**src/rtl/handover_pkg.sv**
```systemverilog
package handover_pkg;

  typedef enum logic [2:0] {
    OWN_VIDEO   = 3'd0,
    WAIT_SRAM_Z = 3'd1,
    WAIT_XCVR_D = 3'd2,
    OWN_PROC    = 3'd3,
    WAIT_XCVR_Z = 3'd4,
    WAIT_SRAM_D = 3'd5
  } own_state_t;

  typedef struct packed {
    logic sram_off;
    logic xcvr_on;
    logic grant_on;
    logic release_bus;
    logic sram_on;
  } handover_ev_t;

  function automatic logic is_wait_state(own_state_t s);
    return (s == WAIT_SRAM_Z) || (s == WAIT_XCVR_D) ||
           (s == WAIT_XCVR_Z) || (s == WAIT_SRAM_D);
  endfunction

endpackage

```
**src/rtl/handover_dwell_ctr.sv**
```systemverilog
module handover_dwell_ctr #(
  parameter int unsigned WAIT_CYCLES = 5
) (
  input  logic clk,
  input  logic rst,
  input  logic clear,
  input  logic run,
  output logic done
);
  localparam int unsigned CW = (WAIT_CYCLES < 1) ? 1 : $clog2(WAIT_CYCLES + 1);
  localparam logic [CW-1:0] LIMIT = CW'(WAIT_CYCLES);

  logic [CW-1:0] cnt_q;

  assign done = (cnt_q >= LIMIT);

  always_ff @(posedge clk) begin
    if (rst || clear) begin
      cnt_q <= '0;
    end else if (run && !done) begin
      cnt_q <= cnt_q + CW'(1);
    end
  end
endmodule

```
**src/rtl/handover_fsm.sv**
```systemverilog
module handover_fsm
  import handover_pkg::*;
(
  input  logic         clk,
  input  logic         rst,
  input  logic         display_req,
  input  logic         wait_done,
  output logic         wait_clear,
  output logic         wait_run,
  output handover_ev_t ev
);
  own_state_t st_q, st_d;

  always_comb begin
    st_d       = st_q;
    wait_clear = 1'b0;
    ev         = '0;
    unique case (st_q)
      OWN_VIDEO: if (!display_req) begin
        st_d        = WAIT_SRAM_Z;
        wait_clear  = 1'b1;
        ev.sram_off = 1'b1;
      end
      WAIT_SRAM_Z: if (wait_done) begin
        st_d       = WAIT_XCVR_D;
        wait_clear = 1'b1;
        ev.xcvr_on = 1'b1;
      end
      WAIT_XCVR_D: if (wait_done) begin
        st_d        = OWN_PROC;
        wait_clear  = 1'b1;
        ev.grant_on = 1'b1;
      end
      OWN_PROC: if (display_req) begin
        st_d           = WAIT_XCVR_Z;
        wait_clear     = 1'b1;
        ev.release_bus = 1'b1;
      end
      WAIT_XCVR_Z: if (wait_done) begin
        st_d       = WAIT_SRAM_D;
        wait_clear = 1'b1;
        ev.sram_on = 1'b1;
      end
      WAIT_SRAM_D: if (wait_done) begin
        st_d       = OWN_VIDEO;
        wait_clear = 1'b1;
      end
      default: begin
        st_d       = OWN_VIDEO;
        wait_clear = 1'b1;
      end
    endcase
  end

  assign wait_run = is_wait_state(st_q);

  always_ff @(posedge clk) begin
    if (rst) st_q <= OWN_VIDEO;
    else     st_q <= st_d;
  end
endmodule

```
**src/rtl/handover_drive_regs.sv**
```systemverilog
module handover_drive_regs
  import handover_pkg::*;
(
  input  logic         clk,
  input  logic         rst,
  input  handover_ev_t ev,
  output logic         sram_oe_n,
  output logic         xcvr_oe_n,
  output logic         proc_grant
);
  always_ff @(posedge clk) begin
    if (rst) begin
      sram_oe_n  <= 1'b1;
      xcvr_oe_n  <= 1'b1;
      proc_grant <= 1'b0;
    end else begin
      if (ev.sram_off)      sram_oe_n <= 1'b1;
      else if (ev.sram_on)  sram_oe_n <= 1'b0;

      if (ev.xcvr_on)          xcvr_oe_n <= 1'b0;
      else if (ev.release_bus) xcvr_oe_n <= 1'b1;

      if (ev.grant_on)         proc_grant <= 1'b1;
      else if (ev.release_bus) proc_grant <= 1'b0;
    end
  end
endmodule

```
**src/rtl/sram_bus_handover.sv**
```systemverilog
module sram_bus_handover #(
  parameter int unsigned WAIT_CYCLES = 5
) (
  input  logic clk,
  input  logic rst,
  input  logic display_req,
  output logic sram_oe_n,
  output logic xcvr_oe_n,
  output logic proc_grant
);
  import handover_pkg::*;

  logic         wait_done;
  logic         wait_clear;
  logic         wait_run;
  handover_ev_t ev;

  handover_fsm fsm_i (
    .clk        (clk),
    .rst        (rst),
    .display_req(display_req),
    .wait_done  (wait_done),
    .wait_clear (wait_clear),
    .wait_run   (wait_run),
    .ev         (ev)
  );

  handover_dwell_ctr #(.WAIT_CYCLES(WAIT_CYCLES)) dwell_i (
    .clk  (clk),
    .rst  (rst),
    .clear(wait_clear),
    .run  (wait_run),
    .done (wait_done)
  );

  handover_drive_regs drive_i (
    .clk       (clk),
    .rst       (rst),
    .ev        (ev),
    .sram_oe_n (sram_oe_n),
    .xcvr_oe_n (xcvr_oe_n),
    .proc_grant(proc_grant)
  );
endmodule

```
**config.mk**
```make
export PLATFORM = sky130hd
export DESIGN_NAME = sram_bus_handover
export DESIGN_NICKNAME = d
export VERILOG_FILES = /design/src/rtl/handover_pkg.sv /design/src/rtl/handover_dwell_ctr.sv /design/src/rtl/handover_fsm.sv /design/src/rtl/handover_drive_regs.sv /design/src/rtl/sram_bus_handover.sv
export SDC_FILE = /design/constraint.sdc
export NUM_CORES = 1
export LEC_CHECK = 0
export BUFFER_PORTS_ARGS = -buffer_cell sky130_fd_sc_hd__buf_2
export CORE_AREA = 10 10 47 49
export CTS_CLUSTER_SIZE = 24
export DETAILED_ROUTE_END_ITERATION = 12
export DIE_AREA = 0 0 57 59
export PLACE_DENSITY_LB_ADDON = 0.25
export SETUP_SLACK_MARGIN = 0.2
export SYNTH_ARGS = -nofsm -noshare
export SYNTH_HDL_FRONTEND = slang
export SYNTH_SLANG_ARGS = --single-unit
```
**constraint.sdc**
```tcl
create_clock -name clk -period 2.2 [get_ports clk]
set_clock_uncertainty 0.2 [all_clocks]
set_input_delay 0.22 -clock clk [delete_from_list [all_inputs] [get_ports clk]]
set_output_delay 0.22 -clock clk [all_outputs]
set_load 0.1 [all_outputs]
```
Yosys cells after proc, flatten, opt, wreduce, memory -nomap -nowiden:

Index checks and enable logic that the tools add are counted.

* register bits after elaboration: 9
* latch bits: 0
* memory bits (writable): 0
* memory bits (read-only): 0
* input port bits: 3
* output and inout bits: 3
* word-level logic and storage cells: 50
* memories: 0

* add/subtract/negate cells: 1
* multipliers: 0
* divide/modulo/power cells: 0
* $lt $le $gt $ge: 1
* eq/ne operators: 11
* shifts and indexed selects: 0
* mux-type cells: 20
* bitwise operators: 0
* reduce and logical (&&, ||, !) cells: 12

Operators with widths (number)
* $mux W3: 6
* $pmux W3 S6: 1
* $mux W1: 12
* $ne A2 B1 Y1 const B: 4
* $eq A3 B2 Y1 const B: 2
* $eq A3 B3 Y1 const B: 2
* $reduce_and A6 Y1: 1
* $logic_or A1 B1 Y1: 4
* $ne A2 B2 Y1 const B: 2
* $reduce_bool A2 Y1: 2
* $reduce_or A4 Y1: 1
* $add A3 B1 Y3 const B: 1
* $eq A3 B1 Y1 const B: 1
* $ge A3 B3 Y1 const B: 1
* $logic_not A3 Y1: 1
* $pmux W1 S3: 1
* $reduce_or A2 Y1: 1
* $logic_and A1 B1 Y1: 1
* $logic_not A1 Y1: 1

Depth between registers and ports, before layout:

* word-level depth: 5
* mapped depth: 5
* mapped depth without buffers: 5

Modules after synthesis:

Synthesis repeated with hierarchy kept, for this count alone.

* cell total of the unflattened synthesis: 67
* area total of the unflattened synthesis: 558.0 um^2

By module, submodules not included
* handover_fsm: instances 1, cells each 35, area an instance 274.0 um^2, seq. area each 60.1 um^2
* handover_dwell_ctr: instances 1, cells each 21, area an instance 181.4 um^2, seq. area each 60.1 um^2
* handover_drive_regs: instances 1, cells each 11, area an instance 102.6 um^2, seq. area each 60.1 um^2

Worst setup path after synthesis:

Ideal clock, no wire load.

* path kind: flip-flop to flip-flop
* start: register dwell_i.cnt_q[1]
* end: register dwell_i.cnt_q[1]
* library setup time: 0.070 ns
* arrival: 1.576 ns
* data required time: 1.930 ns
* setup slack: 0.354 ns
* stages on the path, launching flop included: 6
* path buffers: 0
* period minus slack after synthesis: 1.846 ns
* path through: dfxtp_1 > inv_1 > ha_1 > o31a_1 > or4_1 > a21oi_1

* longest elaborated chain between the ends: 4
* elaborated cells between the ends (all ways): 7
* classes of those cells: add/sub (1); order compare (1); mux (2); reduce/logical (3)

Ends and longest elaborated chain
* start: declaration: RTL line handover_dwell_ctr.sv:13 `logic [CW-1:0] cnt_q;`
* start signal: assignment: RTL line handover_dwell_ctr.sv:21 `cnt_q <= cnt_q + CW'(1);`
* $ge A3 B3 Y1: RTL line handover_dwell_ctr.sv:15 `assign done = (cnt_q >= LIMIT);`
* $mux W1
* $pmux W1 S3: RTL line handover_fsm.sv:18 `unique case (st_q)`
* $logic_or A1 B1 Y1: RTL line handover_dwell_ctr.sv:18 `if (rst || clear) begin`

Parallel ways exist; a longest one is shown, timed or not.
A chain may end at the register's enable or synchronous reset.

Final worst setup path:

Same ends and word-level chain as after synthesis.

==> key figures <==
Timing
  • RSZ-0062 raised after global routing: no
  • Hold_ws: 123.7 ps
  • Slew headroom: 67.62%
  • Measured slew at the worst slew-check pin: 489.1 ps
  • Final period utilization: 88.66%
  • Final WS setup: 249.6 ps
  • Final Critical Period: 1950 ps
  • Final hold viol count: 0
  • Slew Viols, Final: 0
  • Setup violators final: 0
  • Fmax: 0.5127 GHz
  • Final TNS setup: 0 ps

Global route
  • First-pass GRT wire length: 1932 um
  • Largest net degree at the start of global routing: 16
  • Overflow after GRT: 0
  • Initial antenna violation count: 0
  • Total track usage: 7.396%
  • Vias in the first global route: 409

Synthesis
  • Post-synth top area share: 35.82%
  • Area fraction in and, or, nand and nor cells after synthesis: 18.16%
  • Syn Nets: 61
  • Post-synth EDFFs: 0
  • Syn avg cell area: 8.982 um^2
  • Mapped Cells: 56
  • Post-synthesis sequential area ratio: 35.82%
  • Leading area contributor after synthesis: dfxtp_1
  • Cell variety after synth: 31
  • Seq cells post-synth: 9
  • Post-Synthesis Cell Area: 503.0 um^2
  • Synth area leaders: dfxtp_1, ha_1, a221o_1
  • Synth Flop Type: dfxtp_1
  • Async SR Flop Fraction: 0%
  • Compound-cell area share of the yosys netlist: 35.32%
  • Largest family of logic cells by synthesized area: compound AO/OA/AOI/OAI gates
  • Mux cell area share after synthesis: 0%
  • Post-Synth XOR/XNOR Area: 0%
  • Adder-Cell Fraction of Synth Area: 4.975%
  • Synth warn: 0

Placement
  • Placed insts: 74
  • Port buffer count: 5
  • Post-DP Area: 526.8 um^2
  • Hpwl dp: 722.6 um
  • Routability cong.: 0.7098
  • Setup WS pre-CTS: 246.8 ps

Power and ir drop
  • Switching Power: 83.46 uW
  • Switching Fraction: 25.12%
  • Final Power: 332.3 uW
  • P_int: 248.8 uW
  • Comb pwr share: 8.0%
  • PwrDens: 571.1 mW/mm^2
  • Power share of the clock group: 39.7%
  • Seq pwr share: 52.3%
  • Pleak: 0.2172 nW
  • Maximum VDD drop: 0.3200 mV

Clock network
  • Htree depth: 1
  • Skew-Pair Late Insertion Delay: 260 ps
  • Reg clk slew, reported paths: 60 ps
  • CTS tree: built
  • Inserted Clock Buffers: 3
  • Clk sinks: 9
  • CTS Buffer Depth: 2
  • CTS root buf: clkbuf_4

Min path
  • HP Class: input pin to flip-flop
  • Hold path start: display_req

Drt
  • Final WL: 1121 um
  • DR DRC count: 0
  • Vias: 478
  • Vias/cell: 5.901
  • First-pass iteration count of the detailed router: 4
  • Wirelength per Cell: 13.84 um
  • DRT iter0 DRCs: 12
  • Post-DRT Antenna Nets: 0

Floorplanning
  • Die Y-Extent: 59 um
  • Initial Util: 35.89%
  • Num rows: 14
  • Die ar.: 0.003363 mm^2
  • Die width: 57 um
  • Core box area: 0.001401 mm^2
  • I/O pin total: 6

Critical path
  • CP Launch Type: flip-flop
  • CP Max Fanout: 7
  • Reg2reg start: dwell_i.cnt_q[1]
  • CP Capture Type: flip-flop
  • CP startpoint: dwell_i.cnt_q[1]
  • Critical path arrival: 1940 ps
  • Setup CP Type: flip-flop to flip-flop
  • Data required, critical path: 2190 ps

Cells and area
  • Final instance area: 581.8 um^2
  • NumNets Final: 71
  • Commonest non-fill, non-tap cell in the layout: dfxtp_1
  • Share of layout cells above drive strength 1: 23.08%
  • Diodes inserted: 0
  • Non-Filler Instances: 81
  • Most frequent cells in the layout: dfxtp_1, buf_2, nor2_1, nor3_1
  • Area grow syn2layout: 15.67%
  • Final core utilization: 41.52%

Outcome
  • Status: finished clean

Run
  • Max cap viols: 0
## flip-flops by register name, summed over array words and instances (netlist names)
name / cells
dwell_i.cnt_q: 3
fsm_i.st_q: 3
drive_i.proc_grant: 1
drive_i.sram_oe_n: 1
drive_i.xcvr_oe_n: 1
## logic make-up after synthesis
kind of cell / after synthesis
compound gates: 23
fa+ha+maj: 2
buf+inv: 5
flops: 9
simple gates: 17
## power by group through the flow
stage          logic [mW]  registers, mW  clock network (mW)
2_1_floorplan      0.0202          0.174                   0
3_3_place_gp       0.0238          0.177                   0
3_5_place_dp       0.0241          0.177                   0
4_1_cts            0.0256          0.173               0.138
5_1_grt            0.0312          0.175               0.147
6_report           0.0265          0.174               0.132
## metal layers
layer	global-route usage (%)	wire [um]	vias up
li1	-	-	241
met1	8.810	573	227
met2	9.457	466	6
met3	2.575	34	4
met4	8.054	46	0
met5	0	0	-
## synthesized netlist by cell type (all sizes together), types with 2 or more instances
cell / count
nor3: 4
buf: 3
dfxtp: 9
nor2: 4
o21bai: 2
inv: 2
o21ai: 2
a31oi: 3
nand2: 2
a21oi: 2
ha: 2
nor2b: 2
a221o: 2
## path summary, 6_finish.rpt
check	to	slack (ps)	cells past startpoint
max	dwell_i.cnt_q[1]	250	5
min	fsm_i.st_q[2]	120	3
max reg2reg	dwell_i.cnt_q[1]	250	5
min reg2reg	drive_i.sram_oe_n	290	1
## repair_timing
action	4_1_cts	5_1_grt
setup buffers	0	2
hold endpoints to repair	1	0
setup endpoints to repair	0	1
gates resized for setup	0	2
hold buffers	1	0
## layout make-up
type                            count  area [um^2]
Timing Repair Buffer                8        50.05
Multi-Input combinational cell     42        296.5
Inverter                            2        7.507
Tap cell                           16        20.02
Fill cell                         150        819.5
Sequential cell                     9        181.4
Clock buffer                        4        26.28
## critical path, cell delays in order (launching register included)
cell     delay (ps)
dfxtp_2         380
inv_1            60
ha_2            190
o31a_1          360
or4_1           520
a21oi_1         160
(Power assumes the default switching activity.)
